===== src/rtl/bru_pkg.sv =====
package bru_pkg;
    localparam int INSTR_W = 32;
    localparam int PC_W    = 11;
    localparam int DATA_W  = 16;
    localparam int NREG    = 4;
    localparam int RIDX_W  = $clog2(NREG);
    localparam int STEP_W  = 8;

    localparam logic [3:0] OPC_JUMP  = 4'd8;
    localparam logic [2:0] VAR_ABS   = 3'd0;
    localparam logic [2:0] VAR_REL   = 3'd1;

    typedef enum logic [1:0] {
        CLS_SEQ,
        CLS_ABS,
        CLS_REL
    } ins_class_e;

    typedef enum logic [2:0] {
        COND_ALWAYS,
        COND_ZERO,
        COND_OVF,
        COND_NEVER,
        COND_GE,
        COND_LT
    } cond_e;

    typedef enum logic [1:0] {
        OP_HOLD,
        OP_STEP,
        OP_JUMP
    } pc_op_e;

    typedef struct packed {
        ins_class_e               cls;
        cond_e                    cond;
        logic                     sel_reg;
        logic [RIDX_W-1:0]        reg_idx;
        logic [PC_W-1:0]          imm;
        logic [STEP_W-1:0]        step;
        logic [DATA_W-1:0]        thr;
    } decoded_t;
endpackage


===== src/rtl/bru_decode.sv =====
module bru_decode
    import bru_pkg::*;
(
    input  logic [INSTR_W-1:0] instr,
    output decoded_t           dec
);
    logic [3:0] opcode;
    logic [2:0] variant;
    logic [2:0] kind;

    assign opcode  = instr[31:28];
    assign variant = instr[27:25];
    assign kind    = instr[24:22];

    always_comb begin
        dec.sel_reg = instr[21];
        dec.reg_idx = instr[RIDX_W-1:0];
        dec.imm     = instr[2 +: PC_W];
        dec.step    = instr[17 +: STEP_W];
        dec.thr     = instr[DATA_W-1:0];
        dec.cls     = CLS_SEQ;
        dec.cond    = COND_NEVER;
        if (opcode == OPC_JUMP) begin
            unique case (variant)
                VAR_ABS: begin
                    dec.cls = CLS_ABS;
                    unique case (kind)
                        3'd0:    dec.cond = COND_ALWAYS;
                        3'd1:    dec.cond = COND_ZERO;
                        3'd2:    dec.cond = COND_OVF;
                        default: dec.cond = COND_NEVER;
                    endcase
                end
                VAR_REL: begin
                    dec.cls  = CLS_REL;
                    dec.cond = instr[16] ? COND_GE : COND_LT;
                end
                default: begin
                    dec.cls  = CLS_SEQ;
                    dec.cond = COND_NEVER;
                end
            endcase
        end
    end
endmodule


===== src/rtl/bru_cond.sv =====
module bru_cond
    import bru_pkg::*;
#(
    parameter int DW = DATA_W
) (
    input  logic          clk,
    input  logic          rst,
    input  logic          alu_done,
    input  logic          alu_zero,
    input  logic          alu_ovf,
    input  cond_e         cond,
    input  logic [DW-1:0] r0,
    input  logic [DW-1:0] thr,
    output logic          met
);
    logic zero_q;
    logic ovf_q;

    always_ff @(posedge clk) begin
        if (rst) begin
            zero_q <= 1'b0;
            ovf_q  <= 1'b0;
        end else if (alu_done) begin
            zero_q <= alu_zero;
            ovf_q  <= alu_ovf;
        end
    end

    always_comb begin
        unique case (cond)
            COND_ALWAYS: met = 1'b1;
            COND_ZERO:   met = zero_q;
            COND_OVF:    met = ovf_q;
            COND_GE:     met = (r0 >= thr);
            COND_LT:     met = (r0 < thr);
            default:     met = 1'b0;
        endcase
    end

    // flags change only under an ALU strobe
    a_r8_flags_hold: assert property (@(posedge clk) disable iff (rst)
        !alu_done |=> ($stable(zero_q) && $stable(ovf_q)));

    // a strobe loads the presented flags
    a_r8_flags_load: assert property (@(posedge clk) disable iff (rst)
        alu_done |=> (zero_q == $past(alu_zero) && ovf_q == $past(alu_ovf)));
endmodule


===== src/rtl/bru_target.sv =====
module bru_target
    import bru_pkg::*;
#(
    parameter int PW = PC_W,
    parameter int DW = DATA_W,
    parameter int NR = NREG,
    parameter int SW = STEP_W
) (
    input  logic [PW-1:0]          pc,
    input  logic                   sel_reg,
    input  logic [$clog2(NR)-1:0]  reg_idx,
    input  logic [PW-1:0]          imm,
    input  logic [SW-1:0]          step,
    input  logic [NR-1:0][DW-1:0]  regs,
    output logic [PW-1:0]          tgt_abs,
    output logic [PW-1:0]          tgt_rel,
    output logic [PW-1:0]          tgt_seq
);
    localparam int EXT_W = PW - SW;

    logic [NR-1:0][PW-1:0] reg_lo;
    logic [NR-1:0]         unused_hi;

    for (genvar i = 0; i < NR; i++) begin : g_regs
        assign reg_lo[i]    = regs[i][PW-1:0];
        assign unused_hi[i] = ^regs[i][DW-1:PW];
    end

    assign tgt_abs = sel_reg ? reg_lo[reg_idx] : imm;
    assign tgt_rel = pc + {{EXT_W{step[SW-1]}}, step};
    assign tgt_seq = pc + PW'(1);
endmodule


===== src/rtl/cop_branch_unit.sv =====
module cop_branch_unit
    import bru_pkg::*;
(
    input  logic                clk,
    input  logic                rst,
    input  logic                instr_valid,
    input  logic [INSTR_W-1:0]  instr,
    input  logic [DATA_W-1:0]   reg0,
    input  logic [DATA_W-1:0]   reg1,
    input  logic [DATA_W-1:0]   reg2,
    input  logic [DATA_W-1:0]   reg3,
    input  logic                alu_done,
    input  logic                alu_zero,
    input  logic                alu_ovf,
    output logic [PC_W-1:0]     pc,
    output logic                jump_taken
);
    decoded_t                dec;
    logic                    met;
    logic [NREG-1:0][DATA_W-1:0] regs;
    logic [PC_W-1:0]         tgt_abs;
    logic [PC_W-1:0]         tgt_rel;
    logic [PC_W-1:0]         tgt_seq;
    logic [PC_W-1:0]         pc_q;
    logic [PC_W-1:0]         pc_nxt;
    logic                    taken_q;
    pc_op_e                  op;

    assign regs = {reg3, reg2, reg1, reg0};

    bru_decode u_dec (
        .instr (instr),
        .dec   (dec)
    );

    bru_cond #(.DW(DATA_W)) u_cond (
        .clk      (clk),
        .rst      (rst),
        .alu_done (alu_done),
        .alu_zero (alu_zero),
        .alu_ovf  (alu_ovf),
        .cond     (dec.cond),
        .r0       (reg0),
        .thr      (dec.thr),
        .met      (met)
    );

    bru_target #(.PW(PC_W), .DW(DATA_W), .NR(NREG), .SW(STEP_W)) u_tgt (
        .pc      (pc_q),
        .sel_reg (dec.sel_reg),
        .reg_idx (dec.reg_idx),
        .imm     (dec.imm),
        .step    (dec.step),
        .regs    (regs),
        .tgt_abs (tgt_abs),
        .tgt_rel (tgt_rel),
        .tgt_seq (tgt_seq)
    );

    // choose the update action
    always_comb begin
        if (!instr_valid) begin
            op = OP_HOLD;
        end else begin
            unique case (dec.cls)
                CLS_ABS, CLS_REL: op = met ? OP_JUMP : OP_STEP;
                default:          op = OP_STEP;
            endcase
        end
    end

    always_comb begin
        unique case (op)
            OP_HOLD: pc_nxt = pc_q;
            OP_JUMP: pc_nxt = (dec.cls == CLS_ABS) ? tgt_abs : tgt_rel;
            default: pc_nxt = tgt_seq;
        endcase
    end

    always_ff @(posedge clk) begin
        if (rst) begin
            pc_q    <= '0;
            taken_q <= 1'b0;
        end else begin
            pc_q    <= pc_nxt;
            taken_q <= (op == OP_JUMP);
        end
    end

    assign pc         = pc_q;
    assign jump_taken = taken_q;

    // reset clears counter and taken indication
    a_r1_reset_clears: assert property (@(posedge clk)
        rst |=> (pc_q == '0 && !taken_q));

    // no instruction, no counter movement
    a_r11_hold: assert property (@(posedge clk) disable iff (rst)
        !instr_valid |=> ($stable(pc_q) && !taken_q));

    // non-jump instruction steps by one word
    a_r2_step: assert property (@(posedge clk) disable iff (rst)
        (instr_valid && dec.cls == CLS_SEQ) |=> (pc_q == $past(pc_q) + PC_W'(1) && !taken_q));

    // reserved absolute types never jump
    a_r7_never: assert property (@(posedge clk) disable iff (rst)
        (instr_valid && dec.cls == CLS_ABS && instr[24:22] > 3'd2) |=> !taken_q);

    // unconditional immediate jump loads the immediate
    a_r3_imm_jump: assert property (@(posedge clk) disable iff (rst)
        (instr_valid && dec.cls == CLS_ABS && instr[24:22] == 3'd0 && !instr[21])
        |=> (taken_q && pc_q == $past(instr[12:2])));
endmodule


===== config.mk =====
export PLATFORM = sky130hd
export DESIGN_NAME = cop_branch_unit
export DESIGN_NICKNAME = d
export VERILOG_FILES = /design/src/rtl/bru_pkg.sv /design/src/rtl/bru_decode.sv /design/src/rtl/bru_cond.sv /design/src/rtl/bru_target.sv /design/src/rtl/cop_branch_unit.sv
export SDC_FILE = /design/constraint.sdc
export NUM_CORES = 1
export LEC_CHECK = 0
export ABC_CLOCK_PERIOD_IN_PS = 6000
export BUFFER_PORTS_ARGS = -buffer_cell sky130_fd_sc_hd__buf_2
export CAP_MARGIN = 20
export CORE_ASPECT_RATIO = 1.25
export CORE_UTILIZATION = 35
export CTS_BUF_LIST = sky130_fd_sc_hd__clkbuf_8
export CTS_CLUSTER_DIAMETER = 60
export CTS_CLUSTER_SIZE = 16
export DETAILED_ROUTE_END_ITERATION = 10
export PLACE_DENSITY_LB_ADDON = 0.15
export SLEW_MARGIN = 25
export SYNTH_ARGS = -nofsm -noshare
export SYNTH_HDL_FRONTEND = slang
export SYNTH_SLANG_ARGS = --single-unit

===== constraint.sdc =====
create_clock -name clk -period 6 [get_ports clk]
set_input_delay 0.3 -clock clk [delete_from_list [all_inputs] [get_ports clk]]
set_output_delay 0.3 -clock clk [all_outputs]
set_load 0.03 [all_outputs]

==> flow_metrics.py <==
metrics = {
    "drt": {
        "vias": 2360,
        "wl_met3_um": 328,
        "routed_via_density": 5.26,
        "drt-initial-drc-count": 122,
        "wire_per_inst_um": 13.2,
        "firstDrtPassIters": 7,
        "drc_errors": 1,
        "drtAntennaViolNets": 0,
        "dr_wl_met2_um": 2820,
        "highest-signal-layer": "met4",
        "routed_wl_um": 5920,
        "met1_length_um": 2660,
    },
    "hold_path": {
        "hold-path-endpoint": "u_cond.ovf_q",
        "whs_path_depth": 3,
        "hp-class": "in -> reg",
        "worstHoldStart": "alu_ovf",
    },
    "yosys": {
        "synth_enable_flop_cells": 0,
        "synth_adder_area_share": 0.167,
        "yosys.area.top_type_share": 0.158,
        "synth_fp_nets": 407,
        "ys_types": 49,
        "ys_warn_count": 0,
        "syn_area_sq_um": 2220,
        "ys_seq_area_frac": 0.126,
        "synth_top_family_by_area": "simple AND/OR/NAND/NOR gates",
        "synthFlopType": "dfxtp_1",
        "yosys-mux-area-fraction": 0.153,
        "syn_avg_cell_area_sq_um": 8.04,
        "yosys_register_bits": 14,
        "synth_top_area_cell": "ha_1",
        "synth_xor_area_frac": 0.0197,
        "synth_compound_area_frac": 0.233,
        "yosys.area_share.simple": 0.237,
        "synthArstFlopShare": 0,
        "syn-instance-count": 276,
        "synth_area_leaders": "ha_1, dfxtp_1, mux4_2",
    },
    "placed_design": {
        "dp_worst_setup_slack_ns": 2.73,
        "gp_congestion": 0.852,
        "dp_hpwl_um": 4930,
        "dpl_cell_area_sq_um": 2760,
        "numPortBuffers": 98,
    },
    "job": {
        "maxCapViolations": 0,
    },
    "setup_path": {
        "cp.arrival_ns": 3.21,
        "crit_fanout": 30,
        "cp_top_family": "compound AO/OA/AOI/OAI gates",
        "start_kind": "input pin",
        "crit_chain": "buf_2 -> inv_1 -> ha_1 -> a21oi_1 -> o21ai_0 -> a221o_1 -> or4b_1 -> a31o_1 -> or4_1 -> nand3_1",
        "slowest_stage": "or4_1",
        "worstSetupPathType": "in -> reg",
        "worstRegToRegCells": 10,
        "r2r_end": "pc[10]",
        "cp_data_required_time_ns": 6.18,
        "crit_path_start": "instr[5]",
        "end_kind": "register",
        "timing.rr.start": "pc[0]",
        "r2r_setup_slack_ns": 3.28,
        "crit_buf_inv": 2,
        "slowest_delay_ns": 0.63,
    },
    "timing": {
        "rsz0062_at_grt": "no",
        "finalSetupViolations": 0,
        "max_slew_margin": 0.328,
        "drv_slew": 0,
        "fin_crit_sh": 0.505,
        "fin_setup_tns_ns": 0,
        "skew_ns": 0.00283,
        "max_freq_mhz": 330,
        "tightest_slew_ns": 1.01,
        "hold_viol_final": 0,
        "fin_crit_ns": 3.03,
        "setup_ws_ns": 2.97,
    },
    "clock_network": {
        "post-cts-setup-buffers": 0,
        "cts_tree": "yes",
        "numClockSinks": 14,
        "clk_latency_ns": 0.24,
        "clockBufferDepth": 2,
        "htreeDepth": 1,
        "post_cts_resized": 0,
        "cts_buffers": 3,
        "clk_pin_slew_ns": 0.06,
        "cts_root_buf": "clkbuf_8",
        "hold_buffers": 0,
    },
    "cells_and_area": {
        "nNetsFinal": 496,
        "drive_above_1_share": 0.319,
        "n_antenna_cell": 0,
        "synthToLayoutAreaGrowth_pct": 26.8,
        "design_area_sq_um": 2820,
    },
    "floorplan": {
        "dieWidth_um": 73.2,
        "core_area_sq_um": 6170,
        "start_util": 0.360,
        "die_y_um": 91.0,
        "die-area_sq_um": 6670,
        "ios": 114,
        "rows": 32,
    },
    "power": {
        "power_mw": 0.313,
        "peakVddDrop_mv": 0.0569,
        "powerDensity_nw_per_um2": 111,
        "p_leak_nw": 1.36,
    },
    "global_route": {
        "grt_usage": 0.187,
        "grt_pass1_vias": 2291,
        "antenna_found_initial": 0,
        "grt_pass1_wl_um": 10100,
        "gr-total-overflow": 0,
        "grt_max_degree": 31,
    },
    "outcome": {
        "violations": "DRC",
        "status": "finished, violations left",
    },
}
==> logic make-up (layout without fill, tap and decap cells) <==
kind of cell    after synthesis  after routing
buf+inv                      37            125
xor+xnor                      5              5
fa+ha+maj                    29             29
compound gates               79             79
flops                        14             14
simple gates                 92             92
mux                          20             20
==> layout make-up <==
cell class / instances / area (sq um)
sequential: 14 / 280
tap: 85 / 106
inverter: 23 / 86.3
fill: 638 / 3350
multi-input combinational: 225 / 1800
timing repair buffer: 98 / 490
clock buffer: 4 / 55.1
==> registers in the layout, summed over array words and instances (netlist names) <==
| register | count |
|---|---|
| jump_taken | 1 |
| pc | 11 |
| u_cond.ovf_q | 1 |
| u_cond.zero_q | 1 |
==> worst max path at each step <==
stage                     slack, ns      to  depth (start not counted)
after floorplan                3.35  pc[10]                         10
after detailed placement       2.73  pc[10]                         10
final                          2.97  pc[10]                         10
after global placement         2.74  pc[10]                         10
after CTS                      2.99  pc[10]                         10
after global routing           2.84  pc[10]                         10
==> layout by cell type, fill, tap and decap left out, drive strengths merged, types with 2 or more instances in the layout <==
cell and count:
o21a 3, a211oi 4, nand4b 4, a21o 8
nor2b 2, nor3 2, a31oi 6, nand2b 5
dfxtp 14, buf 98, or2 2, a21oi 17
ha 28, nand3b 2, nand3 6, nor2 14
o311ai 6, nor3b 18, nor4b 3, nand2 22
inv 23, o211ai 6, nand4 2, clkbuf 4
o21ai 19, mux2i 8, and3 4, nor4 2
xnor2 4, mux4 11
==> synthesized netlist by cell type, types with 4 or more instances <==
library cell,count
a21oi_1,17
nand2b_1,5
nor2_1,14
nand2_1,22
a31oi_1,6
clkbuf_1,8
dfxtp_1,14
a21o_1,8
o211ai_1,6
mux2i_1,8
nor3b_1,18
o21ai_0,19
xnor2_1,4
and3_1,4
nand3_1,6
ha_1,28
mux4_2,11
nand4b_1,4
inv_1,23
a211oi_1,4
==> routing by layer <==
| metal | GRT usage | vias up |
|---|---|---|
| li1 | - | 1228 |
| met1 | 0.245 | 1034 |
| met2 | 0.314 | 90 |
| met3 | 0.0178 | 8 |
| met4 | 0.0637 | 0 |
| met5 | 0 | - |
==> worst reg2reg max path, delay by kind of cell (launching register included) <==
kind | cells | cell delay, ns
AO/OA/AOI/OAI | 3 | 0.56
buffers and inverters | 1 | 0.06
flip-flops | 1 | 0.42
multiplexers | 1 | 0.27
adder cells (fa/ha/maj) | 2 | 0.60
AND/OR/NAND/NOR | 3 | 0.75
==> per-stage QoR <==
stage          std cells  hold WS (ns)   util
4_1_cts              449         0.301  0.457
5_1_grt              449         0.329  0.457
3_3_place_gp         445         0.489  0.448
2_1_floorplan        276         0.447      -
6_report             449         0.297  0.457
3_5_place_dp         445         0.498  0.448
==> report_power, final <==
part / switching [mW] / total (mW) / internal [mW]
clock network: 0.0347 / 0.0928 / 0.0581
logic: 0.0602 / 0.123 / 0.0624
registers: 0.00277 / 0.0980 / 0.0952
(Power assumes the default switching activity.)
